<file path="src/rtl/ldx_pkg.sv">
package ldx_pkg;
  localparam int REG_W     = 64;
  localparam int REG_BYTES = REG_W / 8;
  localparam int RAW_W     = 2 * REG_W;
  localparam int SIZE_W    = 3;

  typedef enum logic [SIZE_W-1:0] {
    SZ_BYTE  = 3'd0,
    SZ_HALF  = 3'd1,
    SZ_WORD  = 3'd2,
    SZ_DWORD = 3'd3,
    SZ_QUAD  = 3'd4
  } size_e;

  typedef logic [REG_W-1:0] reg_t;

  // number of bytes in a single-register item; 0 for quad or illegal codes
  function automatic int item_bytes(input logic [SIZE_W-1:0] s);
    case (s)
      SZ_BYTE:  return 1;
      SZ_HALF:  return 2;
      SZ_WORD:  return 4;
      SZ_DWORD: return REG_BYTES;
      default:  return 0;
    endcase
  endfunction

  // reverse the low n bytes of v, clearing everything above them
  function automatic reg_t rev_low_bytes(input reg_t v, input int n);
    reg_t r;
    r = '0;
    for (int i = 0; i < REG_BYTES; i++) begin
      if (i < n) r[8*i +: 8] = v[8*(n-1-i) +: 8];
    end
    return r;
  endfunction

  // keep the low n bytes of v and copy bit 8n-1 into all higher bits
  function automatic reg_t fill_sign(input reg_t v, input int n);
    reg_t r;
    logic top;
    top = v[8*n-1];
    for (int b = 0; b < REG_W; b++) begin
      r[b] = (b < 8*n) ? v[b] : top;
    end
    return r;
  endfunction
endpackage

</file>
<file path="src/rtl/ldx_classify.sv">
module ldx_classify
  import ldx_pkg::*;
(
  input  logic [SIZE_W-1:0] size,
  input  logic              sext,
  input  logic              brev,
  output logic              is_pair,
  output logic              bad,
  output int                nbytes
);
  logic size_ok, sext_ok, brev_ok, half_or_word;

  always_comb begin
    half_or_word = (size == SZ_HALF) || (size == SZ_WORD);
    size_ok      = (size <= SZ_QUAD);
    sext_ok      = !sext || (half_or_word && !brev);
    brev_ok      = !brev || half_or_word || (size == SZ_DWORD);
    bad          = !(size_ok && sext_ok && brev_ok);
    is_pair      = (size == SZ_QUAD) && !bad;
    nbytes       = item_bytes(size);
  end
endmodule

</file>
<file path="src/rtl/ldx_shape.sv">
module ldx_shape
  import ldx_pkg::*;
(
  input  logic [RAW_W-1:0] raw,
  input  int               nbytes,
  input  logic             sext,
  input  logic             brev,
  output reg_t             value
);
  localparam int SHIFT_W = $clog2(REG_W) + 1;

  reg_t                base_dw;
  reg_t                item;
  logic [SHIFT_W-1:0]  drop_bits;

  always_comb begin
    base_dw   = raw[RAW_W-1 -: REG_W];
    drop_bits = SHIFT_W'(8 * (REG_BYTES - nbytes));
    item      = base_dw >> drop_bits;
    if (nbytes == 0)   value = '0;
    else if (brev)     value = rev_low_bytes(item, nbytes);
    else if (sext)     value = fill_sign(item, nbytes);
    else               value = item;
  end
endmodule

</file>
<file path="src/rtl/ldx_qpair.sv">
module ldx_qpair
  import ldx_pkg::*;
(
  input  logic [RAW_W-1:0] raw,
  input  logic             le,
  output reg_t             even,
  output reg_t             odd
);
  reg_t at_base, at_next;

  always_comb begin
    at_base = raw[RAW_W-1 -: REG_W];
    at_next = raw[REG_W-1:0];
    if (le) begin
      even = rev_low_bytes(at_next, REG_BYTES);
      odd  = rev_low_bytes(at_base, REG_BYTES);
    end else begin
      even = at_base;
      odd  = at_next;
    end
  end
endmodule

</file>
<file path="src/rtl/ldx_unit.sv">
module ldx_unit
  import ldx_pkg::*;
(
  input  logic         clk,
  input  logic         rst_n,
  input  logic         in_vld,
  input  logic [127:0] in_data,
  input  logic [2:0]   in_size,
  input  logic         in_sext,
  input  logic         in_brev,
  input  logic         in_le,
  output logic         out_vld,
  output logic [63:0]  out_even,
  output logic [63:0]  out_odd,
  output logic         out_pair,
  output logic         out_bad
);
  logic is_pair, is_bad;
  int   nbytes;
  reg_t single_val, q_even, q_odd;
  reg_t nxt_even, nxt_odd;

  ldx_classify u_cls (
    .size(in_size), .sext(in_sext), .brev(in_brev),
    .is_pair(is_pair), .bad(is_bad), .nbytes(nbytes)
  );

  ldx_shape u_shp (
    .raw(in_data), .nbytes(nbytes), .sext(in_sext), .brev(in_brev),
    .value(single_val)
  );

  ldx_qpair u_qp (
    .raw(in_data), .le(in_le), .even(q_even), .odd(q_odd)
  );

  always_comb begin
    if (is_bad) begin
      nxt_even = '0;
      nxt_odd  = '0;
    end else if (is_pair) begin
      nxt_even = q_even;
      nxt_odd  = q_odd;
    end else begin
      nxt_even = single_val;
      nxt_odd  = '0;
    end
  end

  always_ff @(posedge clk) begin
    if (!rst_n) begin
      out_vld  <= 1'b0;
      out_even <= '0;
      out_odd  <= '0;
      out_pair <= 1'b0;
      out_bad  <= 1'b0;
    end else begin
      out_vld <= in_vld;
      if (in_vld) begin
        out_even <= nxt_even;
        out_odd  <= nxt_odd;
        out_pair <= is_pair;
        out_bad  <= is_bad;
      end
    end
  end

  assert_vld_follow_R1: assert property (@(posedge clk) disable iff (!rst_n)
    in_vld |=> out_vld);
  assert_hold_idle_R1: assert property (@(posedge clk) disable iff (!rst_n)
    !in_vld |=> (!out_vld && $stable(out_even) && $stable(out_odd)));
  assert_byte_clear_R2: assert property (@(posedge clk) disable iff (!rst_n)
    (in_vld && in_size == 3'd0 && !is_bad) |=> (out_even[63:8] == '0));
  assert_zero_half_R3: assert property (@(posedge clk) disable iff (!rst_n)
    (in_vld && in_size == 3'd1 && !in_sext) |=> (out_even[63:16] == '0));
  assert_sign_fill_R4: assert property (@(posedge clk) disable iff (!rst_n)
    (in_vld && in_size == 3'd2 && in_sext && !in_brev) |=>
      (out_even[63:31] == '0 || out_even[63:31] == '1));
  assert_single_odd_R9: assert property (@(posedge clk) disable iff (!rst_n)
    (out_vld && !out_pair) |-> (out_odd == '0));
  assert_bad_zero_R10: assert property (@(posedge clk) disable iff (!rst_n)
    out_bad |-> (out_even == '0 && out_odd == '0 && !out_pair));
endmodule

</file>
<file path="config.mk">
export PLATFORM = sky130hd
export DESIGN_NAME = ldx_unit
export DESIGN_NICKNAME = d
export VERILOG_FILES = /design/src/rtl/ldx_pkg.sv /design/src/rtl/ldx_classify.sv /design/src/rtl/ldx_shape.sv /design/src/rtl/ldx_qpair.sv /design/src/rtl/ldx_unit.sv
export SDC_FILE = /design/constraint.sdc
export NUM_CORES = 1
export LEC_CHECK = 0
export BUFFER_PORTS_ARGS = -buffer_cell sky130_fd_sc_hd__clkbuf_2
export CAP_MARGIN = 0
export CORE_ASPECT_RATIO = 0.9
export CORE_UTILIZATION = 30
export CTS_CLUSTER_SIZE = 12
export DETAILED_ROUTE_END_ITERATION = 6
export HOLD_SLACK_MARGIN = 0.08
export PLACE_DENSITY = 0.52
export SLEW_MARGIN = 20
export SYNTH_ARGS = -nofsm -noshare
export SYNTH_HDL_FRONTEND = slang
export SYNTH_SLANG_ARGS = --single-unit
</file>
<file path="constraint.sdc">
create_clock -name clk -period 5.66 [get_ports clk]
set_input_delay 0.566 -clock clk [delete_from_list [all_inputs] [get_ports clk]]
set_output_delay 0.566 -clock clk [all_outputs]
set_load 0.01 [all_outputs]
</file>
==> impl_summary.txt, run 1 <==
----------------------------------------------------
[Clock tree]
  CTS tree ... built
  Number of clock sinks ... 131
  Number of levels the H-tree was split into ... 4
  Root Driver ... sky130_fd_sc_hd__clkbuf_16
  Number of gates resized after cts ... 0
  Worst-case clock buffer depth ... 2
  CTS Hold Bufs ... 0
  Post-CTS setup repair buffer count ... 0
  Clock-pin transition on the worst setup and hold timing paths ... around 0.060 ns
  TritonCTS buffer count ... 17
  Clock insertion delay at the later pin of the skew report ... 0.45 ns

[STA]
  Relative slew margins ... 0.146
  Hold violation total from the final report ... 0
  Transition time at the pin with the least slew margin ... approximately 1.3 ns
  Fin worst setup slack ... between 1 and 1.5 ns
  Period minus WS final ... between 4 and 5 ns
  Final period util ... 0.794
  Max Freq ... around 220 MHz
  Fin. max-slew vios ... 0
  Setup repair after global routing missed its margin ... false
  Clk_skew ... 0 ns
  Setup TNS ... 0 ns
  Setup violations, final ... 0

[Die]
  Placement Rows ... 70
  DIE AREA ... around 0.042 mm^2
  Initial Util ... 0.305
  Floorplan die height ... 195 um
  Die width ... ~220 um
  Total I/O pin count ... approximately 270
  Core outline area ... slightly above 0.04 mm^2

[Worst setup path]
  Startpoint class of the critical path ... input pin
  Slowest cell on crit path ... sky130_fd_sc_hd__o31ai_2
  CP peak stage delay ... around 0.55 ns
  CP Class ... input pin to flop
  Critical path fanouts, max ... 21
  Crit path buf inv count ... 2
  Crit path cell chain ... clkbuf_2 > inv_1 > nand3_1 > ha_1 > or3b_1 > a21o_1 > nand2_1 > ha_1 > nand4b_1 > o211ai_1 > a21oi_1 > o31ai_2 > nand2_1 > nor4b_1 > o21a_1
  Crit. End Element ... flop
  Gate family responsible for the most delay along the worst path ... simple AND/OR/NAND/NOR gates
  Arrival time at the worst endpoint ... approximately 5 ns
  Required time reported for the critical path endpoint ... ~6.1 ns

[Final layout]
  Share of layout cells above drive strength 1 ... 0.290
  Number of nets in the layout ... just under 2000
  Synthesis-to-layout area growth ... 20.9%
  Most common library cell in the layout ignoring fill and taps ... sky130_fd_sc_hd__clkbuf_2
  Commonest non-fill, non-tap cells in the layout ... sky130_fd_sc_hd__clkbuf_2 (264), sky130_fd_sc_hd__dfxtp_1 (131), sky130_fd_sc_hd__a21oi_1 (122)
  Layout fillers ... roughly 4400

[GRT]
  Wire length of the first global-routing pass ... between 100 and 150 mm
  Residual overflow from global routing ... 0
  Initial antenna violation count ... 3
  GR Util All Layers ... 0.371
  Via count of the first global-routing pass ... roughly 14000
  Largest net degree at the start of global routing ... between 70 and 80

[Synth]
  Number of warnings printed during yosys synthesis ... 0
  Syn Area/Cell ... roughly 7.8 um^2
  Part of the Yosys area used for sequential elements ... 0.211
  Number of synthesized register bits ... approximately 130
  Post-Synthesis Net Count ... 1748
  Async set or reset register ratio after synthesis ... 0
  Count of mapped cells out of synthesis ... around 1600
  Share of synthesized area spent on multiplexers ... 0.183
  Post-Synth Adder-Cell Area ... 0.0149
  Area of the mapped netlist ... ~0.012 mm^2
  Simple-gate portion of the synthesized area ... 0.212
  Complex-gate fraction of the synthesized area ... 0.306
  Xor and xnor fraction of the mapped netlist area ... 0.00201
  Count of flip-flops with a built-in enable after synthesis ... 0
  Main combinational cell family by area after synthesis ... compound AO/OA/AOI/OAI gates
  Yosys cell types ... 104
  Post-synth top flop ... sky130_fd_sc_hd__dfxtp_1

[Place]
  Count of port buffers added during placement ... approximately 270
  Final weighted congestion in routability-driven placement ... 1.01
  HPWL after DPL ... about 61 mm
  Setup slack at placement ... about 0.80 ns

[Pwr]
  Peak VDD IR ... 0.000159 V
  Leakage power of the design ... about 6.0 nW
  Power density over cell area ... 223 mW/mm^2
  Pwr Total ... around 0.0033 W

[Drt]
  Antenna viol nets, final ... 0
  Routed vias ... roughly 15000
  Detailed router's first-iteration violation count ... ~1900
  Total wire length ... 80.3 mm
  Via density per instance ... ~6.3
  Router iterations before antenna repair ... 7
  Drc violations ... 2
  WL/cell ... 33.9 um

[Flow run]
  Max-capacitance violation count ... 0

[Min path]
  Path category of the worst min-delay check ... input pin to flop

[Status]
  Status ... finished, violations left
  Violated checks ... design-rule violations

----------------------------------------------------
==> flip-flops by register name, indices dropped and copies added, names as in the netlist <==
register  count
out_pair      1
out_bad       1
out_vld       1
out_even     64
out_odd      64
==> through the flow <==
| stage | util | instances | area [um^2] | hold slack (ns) |
|---|---|---|---|---|
| after floorplan | - | 1597 | 12400 | 0.484 |
| after global placement | 0.353 | 2333 | 14400 | 0.445 |
| after detailed placement | 0.353 | 2333 | 14400 | 0.453 |
| after CTS | 0.369 | 2365 | 15000 | 0.430 |
| after global routing | 0.369 | 2366 | 15000 | 0.474 |
| final | 0.369 | 2367 | 15000 | 0.455 |
==> area by class of cell <==
type                       instances  area (um^2)  area share
clock buffer                      19          443      0.0295
multi-input combinational       1277         8960       0.596
sequential                       131         2620       0.174
inverter                          36          135     0.00899
tap                              540          676      0.0450
antenna                            1         2.50    0.000167
timing repair buffer             350         2000       0.133
clock inverter                    13          196      0.0131
==> power by group <==
| part | switching [W] | internal [W] |
|---|---|---|
| logic | 0.000782 | 0.000356 |
| registers | 0.00000584 | 0.000930 |
| clock network | 0.000512 | 0.000759 |
| total | 0.00130 | 0.00204 |
==> cell usage after synthesis, types with 30 or more instances <==
| master | number | area (um^2) |
|---|---|---|
| sky130_fd_sc_hd__mux2i_1 | 103 | 1030 |
| sky130_fd_sc_hd__o21ai_0 | 81 | 405 |
| sky130_fd_sc_hd__a21boi_0 | 73 | 548 |
| sky130_fd_sc_hd__nor2b_1 | 32 | 200 |
| sky130_fd_sc_hd__mux2_2 | 105 | 1180 |
| sky130_fd_sc_hd__nand2b_1 | 83 | 519 |
| sky130_fd_sc_hd__clkbuf_1 | 83 | 312 |
| sky130_fd_sc_hd__inv_1 | 30 | 113 |
| sky130_fd_sc_hd__dfxtp_1 | 131 | 2620 |
| sky130_fd_sc_hd__a21oi_1 | 122 | 611 |
| sky130_fd_sc_hd__buf_2 | 34 | 170 |
| sky130_fd_sc_hd__nand3_1 | 94 | 470 |
| sky130_fd_sc_hd__nor2_1 | 68 | 255 |
| sky130_fd_sc_hd__nand2_1 | 119 | 447 |
==> path summary, 6_finish.rpt <==
| kind | startpoint | endpoint | slack (ns) | depth (start not counted) |
|---|---|---|---|---|
| worst min register to register | out_even[2]$_SDFFE_PN0P_ | out_even[2]$_SDFFE_PN0P_ | 0.46 | 2 |
| worst max-delay path | in_size[2] | out_even[11]$_SDFFE_PN0P_ | 1.16 | 15 |
| worst min-delay path | in_data[52] | out_even[12]$_SDFFE_PN0P_ | 0.45 | 3 |
| worst max register to register | out_even[4]$_SDFFE_PN0P_ | out_even[4]$_SDFFE_PN0P_ | 4.30 | 5 |
==> tightest hold or removal path: stages <==
cell and delay (ns):
sky130_fd_sc_hd__clkbuf_2 0.09, sky130_fd_sc_hd__mux2i_1 0.06, sky130_fd_sc_hd__o211ai_1 0.14
==> per-layer routing <==
| metal | routed length, um | part of all wire | up-vias | GRT usage |
|---|---|---|---|---|
| met3 | 8070 | 0.10 | 207 | 0.0952 |
| met5 | 0 | 0 | - | 0 |
| met2 | 32900 | 0.41 | 993 | 0.537 |
| li1 | - | - | 6428 | - |
| met4 | 4420 | 0.055 | 0 | 0.179 |
| met1 | 34900 | 0.43 | 7276 | 0.509 |
==> kinds of logic (layout without fill, tap and decap cells) <==
kind of cell	Yosys count	count (layout)
mux	211	211
other cells	0	1
xor+xnor	2	2
fa+ha+maj	15	15
buf+inv	189	418
flops	131	131
compound gates	544	544
simple gates	505	505
(Power assumes the default switching activity.)
==> run 2, diff against run 1 <==
--- a/config.mk
+++ b/config.mk
@@ -12,7 +12,7 @@
 export CTS_CLUSTER_SIZE = 12
 export DETAILED_ROUTE_END_ITERATION = 6
 export HOLD_SLACK_MARGIN = 0.08
-export PLACE_DENSITY = 0.52
+export PLACE_DENSITY = 0.54
 export SLEW_MARGIN = 20
 export SYNTH_ARGS = -nofsm -noshare
 export SYNTH_HDL_FRONTEND = slang
==> constraint.sdc (replaced) <==
create_clock -name clk -period 3.8 [get_ports clk]
set_input_delay 0.38 -clock clk [delete_from_list [all_inputs] [get_ports clk]]
set_output_delay 0.38 -clock clk [all_outputs]
set_load 0.01 [all_outputs]
==> run 2 against run 1 <==
Net effect:
- the flow now finishes without violations
- sequential share of layout area decreased by 0.93 points
- total power increased by 51%
- critical path type unchanged
- via count increased by 2.0%
- setup slack got worse by 0.89 ns
==> impl_summary.txt, run 2 (synthesis gave the netlist of run 1 again) <==
----------------------------------------------------
[Final layout]
  Share of layout cells above drive strength 1 ... 0.330 (was 0.290)
  Commonest non-fill, non-tap cells in the layout ... sky130_fd_sc_hd__clkbuf_2 (264), sky130_fd_sc_hd__buf_4 (180), sky130_fd_sc_hd__dfxtp_1 (131) (was sky130_fd_sc_hd__clkbuf_2 (264), sky130_fd_sc_hd__dfxtp_1 (131), sky130_fd_sc_hd__a21oi_1 (122))
  Number of nets in the layout ... 2068 (was 1964)
  Final standard cell utilization of the core ... 0.390 (was 0.369)
  Synthesis-to-layout area growth ... 27.8% (was 20.9%)
  Post-Layout Cell Count ... 2470 (was 2367)
  Most common library cell in the layout ignoring fill and taps ... sky130_fd_sc_hd__clkbuf_2 (unchanged)
  Largest registers ... out_even (64), out_odd (64) (unchanged)
  Layout fillers ... 4319 (was 4374)

[STA]
  Setup TNS ... 0 ns (unchanged)
  Transition time at the pin with the least slew margin ... 1.05 ns (was 1.27 ns)
  Hold violation total from the final report ... 0 (unchanged)
  Max Freq ... 283 MHz
  Relative slew margins ... 0.293 (was 0.146)
  Fin. max-slew vios ... 0 (unchanged)
  Setup violations, final ... 0 (unchanged)
  Final period util ... 0.929
  Clk_skew ... 0 ns (unchanged)
  Setup repair after global routing missed its margin ... false (unchanged)
  Period minus WS final ... around 3.5 ns
  Minimum hold slack ... 0.252 ns (was 0.455 ns)

[Drt]
  Detailed router's first-iteration violation count ... 1961 (was 1853)
  Met1 Wirelength ... 34.2 mm (was 34.9 mm)
  Routed vias ... 15200 (was 14900)
  Via density per instance ... 6.15 (was 6.30)
  Router iterations before antenna repair ... 6 (was 7)
  Total wire length ... 79.4 mm (was 80.3 mm)
  Metal2 WL ... 33.3 mm (was 32.9 mm)
  Drc violations ... 0 (was 2)
  Antenna viol nets, final ... 0 (unchanged)
  Max Used Layer ... met4 (unchanged)
  WL/cell ... 32.2 um (was 33.9 um)
  Met3 layer wire length in the routed design ... 8.63 mm (was 8.07 mm)

[Clock tree]
  Root Driver ... sky130_fd_sc_hd__clkbuf_16 (unchanged)
  Clock-pin transition on the worst setup and hold timing paths ... 0.08 ns (was 0.06 ns)
  Number of levels the H-tree was split into ... 4 (unchanged)
  CTS Hold Bufs ... 0 (unchanged)
  Number of clock sinks ... 131 (unchanged)
  Post-CTS setup repair buffer count ... 0 (unchanged)
  TritonCTS buffer count ... 17 (unchanged)
  CTS tree ... built (unchanged)
  Worst-case clock buffer depth ... 2 (unchanged)
  Clock insertion delay at the later pin of the skew report ... 0.44 ns (was 0.45 ns)
  Number of gates resized after cts ... 0 (unchanged)

[Place]
  Number of instances in the placed design ... 2438 (was 2333)
  Count of port buffers added during placement ... 267 (unchanged)
  Final weighted congestion in routability-driven placement ... 1.06 (was 1.01)
  HPWL after DPL ... 60.8 mm (was 61.3 mm)

[Die]
  Die width ... 217 um (unchanged)
  DIE AREA ... 0.0422 mm^2 (unchanged)
  Floorplan die height ... 195 um (unchanged)
  Total I/O pin count ... 268 (unchanged)
  Initial Util ... 0.305 (unchanged)
  Core outline area ... 0.0407 mm^2 (unchanged)
  Placement Rows ... 70 (unchanged)

[Flow run]
  Max-capacitance violation count ... 0 (unchanged)

[Worst setup path]
  CP Class ... input pin to flop (unchanged)
  Critical path fanouts, max ... 36 (was 21)
  Slack of the worst reg-to-reg path ... 2.23 ns (was 4.30 ns)
  Crit path cell chain ... clkbuf_2 > inv_1 > nand3_1 > ha_1 > and4b_1 > o211a_1 > or3_2 > buf_12 > a21oi_1 > nor3_1 > o21ai_0 > buf_4 > a21oi_1 (was clkbuf_2 > inv_1 > nand3_1 > ha_1 > or3b_1 > a21o_1 > nand2_1 > ha_1 > nand4b_1 > o211ai_1 > a21oi_1 > o31ai_2 > nand2_1 > nor4b_1 > o21a_1)
  Required time reported for the critical path endpoint ... 4.15 ns (was 6.05 ns)
  CP peak stage delay ... 0.59 ns (was 0.55 ns)
  Startpoint class of the critical path ... input pin (unchanged)
  Arrival time at the worst endpoint ... 3.88 ns (was 4.89 ns)
  R2r endpoint ... out_even[42]$_SDFFE_PN0P_ (was out_even[4]$_SDFFE_PN0P_)
  Number of cells traversed by the worst register-to-register path ... 4 (was 5)
  Cell repeated most along the worst path ... sky130_fd_sc_hd__a21oi_1
  Reg2Reg Launch Point ... out_even[42]$_SDFFE_PN0P_ (was out_even[4]$_SDFFE_PN0P_)
  Slowest cell on crit path ... sky130_fd_sc_hd__o21ai_0 (was sky130_fd_sc_hd__o31ai_2)
  Crit. End Element ... flop (unchanged)

[GRT]
  GR Util All Layers ... 0.366 (was 0.371)
  Residual overflow from global routing ... 0 (unchanged)
  Via count of the first global-routing pass ... 14300 (was 14200)
  Largest net degree at the start of global routing ... 178 (was 74)
  Initial antenna violation count ... 2 (was 3)
  Wire length of the first global-routing pass ... 110 mm (was 111 mm)

[Min path]
  Worst Min Path Start ... in_data[54] (was in_data[52])
  Hold Path Sink ... out_even[14]$_SDFFE_PN0P_ (was out_even[12]$_SDFFE_PN0P_)
  Path category of the worst min-delay check ... input pin to flop (unchanged)
  Worst Hold Path Cells ... 3 (unchanged)

[Pwr]
  Peak VDD IR ... 0.000243 V (was 0.000159 V)
  Leakage power of the design ... 6.51 nW (was 6.00 nW)
  Power density over cell area ... 317 mW/mm^2 (was 223 mW/mm^2)

[Status]
  Status ... finished, final reports clean (was finished, violations left)

----------------------------------------------------
==> run 2: cell count changes in the layout (fill, tap and decap cells not counted), moves of 3 or more <==
cell / previous run / this run
sky130_fd_sc_hd__buf_4: 83 / 180
sky130_fd_sc_hd__buf_12: 2 / 9
sky130_fd_sc_hd__clkinvlp_4: 2 / 5
sky130_fd_sc_hd__clkinv_2: 0 / 4
sky130_fd_sc_hd__inv_6: 6 / 1
==> run 2: how the worst max path moves through the flow <==
| stage | start | end | slack (ns) | cells after the start |
|---|---|---|---|---|
| 4_1_cts | in_size[2] | out_even[54]$_SDFFE_PN0P_ | 0.42 | 14 |
| 3_5_place_dp | in_size[2] | out_even[54]$_SDFFE_PN0P_ | -0.04 | 14 |
| 5_1_grt | in_size[2] | out_even[52]$_SDFFE_PN0P_ | 0.14 | 13 |
| 3_3_place_gp | in_size[2] | out_even[54]$_SDFFE_PN0P_ | -0.05 | 14 |
| 6_report | in_size[2] | out_even[52]$_SDFFE_PN0P_ | 0.27 | 13 |
| 2_1_floorplan | in_size[1] | out_even[11]$_SDFFE_PN0P_ | -0.006 | 19 |
==> run 2: routing by layer <==
layer	up-vias	track usage
met5	-	0
met1	7359	0.502
met3	156	0.0992
met2	1050	0.537
met4	0	0.151
li1	6636	-
==> run 2: per-stage QoR <==
step	setup WS, ns	total power (W)	area, um^2
4_1_cts	0.417	0.00497	15900
2_1_floorplan	-0.00552	0.00232	12500
3_3_place_gp	-0.0544	0.00321	15300
6_report	0.269	0.00504	15900
5_1_grt	0.145	0.00514	15900
3_5_place_dp	-0.0417	0.00319	15300
==> run 2: area by class of cell <==
| type | instances | area [um^2] | area share |
|---|---|---|---|
| Inverter | 36 | 139 | 0.00875 |
| Multi-Input combinational cell | 1277 | 8970 | 0.565 |
| Clock inverter | 13 | 160 | 0.0101 |
| Tap cell | 540 | 676 | 0.0426 |
| Clock buffer | 18 | 439 | 0.0277 |
| Sequential cell | 131 | 2620 | 0.165 |
| Timing Repair Buffer | 454 | 2860 | 0.180 |
| Antenna cell | 1 | 2.50 | 0.000158 |
==> run 2: power by group <==
part	switching [W]	internal [W]	total, W
logic	0.00120	0.000657	0.00185
clock network	0.000745	0.00104	0.00179
registers	0.00000880	0.00139	0.00139
total	0.00195	0.00309	0.00504
==> run 2: critical path, delay by kind of cell <==
family	cells	cell delay, ns
AOI/OAI and AO/OA	4	1.30
adders and majority gates	1	0.36
buffers and inverters	4	0.82
and+or+nand+nor	4	1.02
==> run 3, diff against run 2 <==
--- a/config.mk
+++ b/config.mk
@@ -8,6 +8,7 @@
 export BUFFER_PORTS_ARGS = -buffer_cell sky130_fd_sc_hd__clkbuf_2
 export CAP_MARGIN = 0
 export CORE_ASPECT_RATIO = 0.9
+export CORE_MARGIN = 3
 export CORE_UTILIZATION = 30
 export CTS_CLUSTER_SIZE = 12
 export DETAILED_ROUTE_END_ITERATION = 6
==> run 3 against run 2 <==
Net effect:
- utilization increased by 1.0 points
- combinational power is 7% higher
- global-route usage up 1.4 points
- worst hold slack gained 0.0014 ns
- via count is 0.11% higher
- total power is 3.6% higher
- register-to-register slack better by 0.15 ns
- critical path type unchanged
- clock power is 3% higher
- sequential share of layout area down 0.42 points
- largest cell class unchanged
- cell count grew 2.1%
==> impl_summary.txt, run 3 (synthesis gave the netlist of run 1 again) <==
----------------------------------------------------
[Clock tree]
  Number of levels the H-tree was split into ... 4 (unchanged)
  Clock-pin transition on the worst setup and hold timing paths ... 0.06 ns (was 0.08 ns)
  TritonCTS buffer count ... 17 (unchanged)
  Root Driver ... sky130_fd_sc_hd__clkbuf_16 (unchanged)
  CTS Hold Bufs ... 0 (unchanged)
  Worst-case clock buffer depth ... 2 (unchanged)
  CTS tree ... built (unchanged)
  Number of clock sinks ... 131 (unchanged)
  Post-CTS setup repair buffer count ... 0 (unchanged)
  Number of gates resized after cts ... 0 (unchanged)
  Clock insertion delay at the later pin of the skew report ... 0.46 ns (was 0.44 ns)

[Worst setup path]
  Crit path cell chain ... clkbuf_2 > inv_1 > nand3_1 > ha_1 > or3b_1 > a21o_1 > nand2_1 > ha_1 > nand2_1 > a2111oi_1 > a221o_1 > nand2_1 > nor3_1 > buf_4 > o311a_1 (was clkbuf_2 > inv_1 > nand3_1 > ha_1 > and4b_1 > o211a_1 > or3_2 > buf_12 > a21oi_1 > nor3_1 > o21ai_0 > buf_4 > a21oi_1)
  Critical path fanouts, max ... 11 (was 36)
  Slowest cell on crit path ... sky130_fd_sc_hd__nor3_1 (was sky130_fd_sc_hd__o21ai_0)
  CP Class ... input pin to flop (unchanged)
  Crit. End Element ... flop (unchanged)
  CP peak stage delay ... 0.51 ns (was 0.59 ns)
  Reg2Reg Launch Point ... out_even[42]$_SDFFE_PN0P_ (unchanged)
  Startpoint class of the critical path ... input pin (unchanged)
  Crit path buf inv count ... 3 (was 4)
  CP Launch Point ... in_size[2] (unchanged)
  Cell repeated most along the worst path ... sky130_fd_sc_hd__nand2_1 (was sky130_fd_sc_hd__a21oi_1)
  Arrival time at the worst endpoint ... 3.99 ns (was 3.88 ns)
  Required time reported for the critical path endpoint ... 4.20 ns (was 4.15 ns)
  Gate family responsible for the most delay along the worst path ... simple AND/OR/NAND/NOR gates (was compound AO/OA/AOI/OAI gates)

[Drt]
  Metal2 WL ... 35.4 mm (was 33.3 mm)
  Met1 Wirelength ... 38.2 mm (was 34.2 mm)
  Total wire length ... 85.5 mm (was 79.4 mm)
  Antenna viol nets, final ... 0 (unchanged)
  Met3 layer wire length in the routed design ... 7.26 mm (was 8.63 mm)
  Max Used Layer ... met5 (was met4)
  Via density per instance ... 6.03 (was 6.15)
  WL/cell ... 33.9 um (was 32.2 um)
  Detailed router's first-iteration violation count ... 1662 (was 1961)
  Drc violations ... 0 (unchanged)
  Router iterations before antenna repair ... 6 (unchanged)
  Routed vias ... 15200 (about the same)

[STA]
  Fin. max-slew vios ... 0 (unchanged)
  Setup repair after global routing missed its margin ... false (unchanged)
  Hold violation total from the final report ... 0 (unchanged)
  Setup TNS ... 0 ns (unchanged)
  Minimum hold slack ... 0.254 ns (was 0.252 ns)
  Final period util ... 0.944 (was 0.929)
  Max Freq ... 279 MHz (was 283 MHz)
  Period minus WS final ... 3.59 ns (was 3.53 ns)
  Clk_skew ... 0 ns (unchanged)
  Relative slew margins ... 0.310 (was 0.293)
  Fin worst setup slack ... 0.213 ns (was 0.269 ns)
  Setup violations, final ... 0 (unchanged)
  Transition time at the pin with the least slew margin ... 1.03 ns (was 1.05 ns)

[Pwr]
  Internal power component ... 0.00317 W (was 0.00309 W)
  Leakage power of the design ... 6.78 nW (was 6.51 nW)
  Sequential share of power ... 0.267 (was 0.277)
  Peak VDD IR ... 0.000272 V (was 0.000243 V)
  Net switching fraction of the power ... 0.394 (was 0.387)
  Relative contribution of combinational cells to total power ... 0.380 (was 0.368)
  Power density over cell area ... 320 mW/mm^2 (was 317 mW/mm^2)
  Relative contribution of the clock network to total power ... 0.353 (was 0.355)
  Switching power total ... 0.00205 W (was 0.00195 W)

[Die]
  Floorplan die height ... 199 um (was 195 um)
  DIE AREA ... 0.0439 mm^2 (was 0.0422 mm^2)
  Placement Rows ... 70 (unchanged)
  Die width ... 221 um (was 217 um)
  Core outline area ... 0.0407 mm^2 (unchanged)
  Total I/O pin count ... 268 (unchanged)
  Initial Util ... 0.305 (unchanged)

[GRT]
  Wire length of the first global-routing pass ... 116 mm (was 110 mm)
  Initial antenna violation count ... 3 (was 2)
  GR Util All Layers ... 0.381 (was 0.366)
  Largest net degree at the start of global routing ... 176 (was 178)
  Via count of the first global-routing pass ... 14500 (was 14300)
  Residual overflow from global routing ... 0 (unchanged)

[Final layout]
  Share of layout cells above drive strength 1 ... 0.347 (was 0.330)
  Final standard cell utilization of the core ... 0.400 (was 0.390)
  Synthesis-to-layout area growth ... 31.1% (was 27.8%)
  Number of nets in the layout ... 2119 (was 2068)
  Most common library cell in the layout ignoring fill and taps ... sky130_fd_sc_hd__clkbuf_2 (unchanged)
  Largest registers ... out_even (64), out_odd (64) (unchanged)
  Design area ... 0.0163 mm^2 (was 0.0159 mm^2)
  Commonest non-fill, non-tap cells in the layout ... sky130_fd_sc_hd__clkbuf_2 (264), sky130_fd_sc_hd__buf_4 (230), sky130_fd_sc_hd__dfxtp_1 (131) (was sky130_fd_sc_hd__clkbuf_2 (264), sky130_fd_sc_hd__buf_4 (180), sky130_fd_sc_hd__dfxtp_1 (131))

[Min path]
  Worst Min Path Start ... in_data[52] (was in_data[54])
  Path category of the worst min-delay check ... input pin to flop (unchanged)

[Place]
  Final weighted congestion in routability-driven placement ... 1.04 (was 1.06)
  Count of port buffers added during placement ... 267 (unchanged)
  HPWL after DPL ... 67.2 mm (was 60.8 mm)
  Setup slack at placement ... -0.0714 ns (was -0.0417 ns)
  Area post-placement ... 0.0157 mm^2 (was 0.0153 mm^2)

[Status]
  Status ... finished, final reports clean (unchanged)

[Flow run]
  Max-capacitance violation count ... 0 (unchanged)

----------------------------------------------------
==> run 3: cell count changes in the layout (fill, tap and decap cells not counted), sizes merged <==
cell / delta
clkbuf: +1
clkinv: -2
buf: +51
inv: +4
clkinvlp: -2
==> run 3: metrics by stage <==
step,total power [W],instances
after CTS,0.00518,2521
after global routing,0.00535,2521
after global placement,0.00336,2489
after detailed placement,0.00333,2489
final,0.00522,2522
after floorplan,0.00232,1597
==> run 3: power groups by stage <==
stage	combinational, W	sequential [W]	clock [W]
final	0.00198	0.00139	0.00184
after global routing	0.00204	0.00140	0.00191
after CTS	0.00192	0.00139	0.00187
after detailed placement	0.00191	0.00143	0
after global placement	0.00193	0.00143	0
after floorplan	0.000895	0.00143	0
==> run 3: area by class of cell <==
type,count,area [um^2]
diodes,1,2.50
clock buffers,19,443
clock inverters,13,173
fillers,4338,24400
inverters,36,139
multi-input cells,1277,8980
flip-flops and latches,131,2620
well taps,540,676
repair buffers,505,3260
==> run 3: path summary, 6_finish.rpt <==
kind	to	slack, ns	cells after the start
worst max-delay path	out_even[41]$_SDFFE_PN0P_	0.21	15
worst min register to register	out_odd[59]$_SDFFE_PN0P_	0.48	2
worst max register to register	out_even[42]$_SDFFE_PN0P_	2.38	4
worst min-delay path	out_even[12]$_SDFFE_PN0P_	0.25	3
==> run 3: metal layers <==
| metal | vias up | global-route usage |
|---|---|---|
| li1 | 6734 | - |
| met1 | 7505 | 0.527 |
| met2 | 828 | 0.553 |
| met3 | 147 | 0.0926 |
| met4 | 4 | 0.185 |
| met5 | - | 0 |
==> run 3: worst min-delay path: cells and delay by family <==
kind	cells	cell delay, ns
AO/OA/AOI/OAI	1	0.14
buffers and inverters	1	0.09
multiplexers	1	0.07
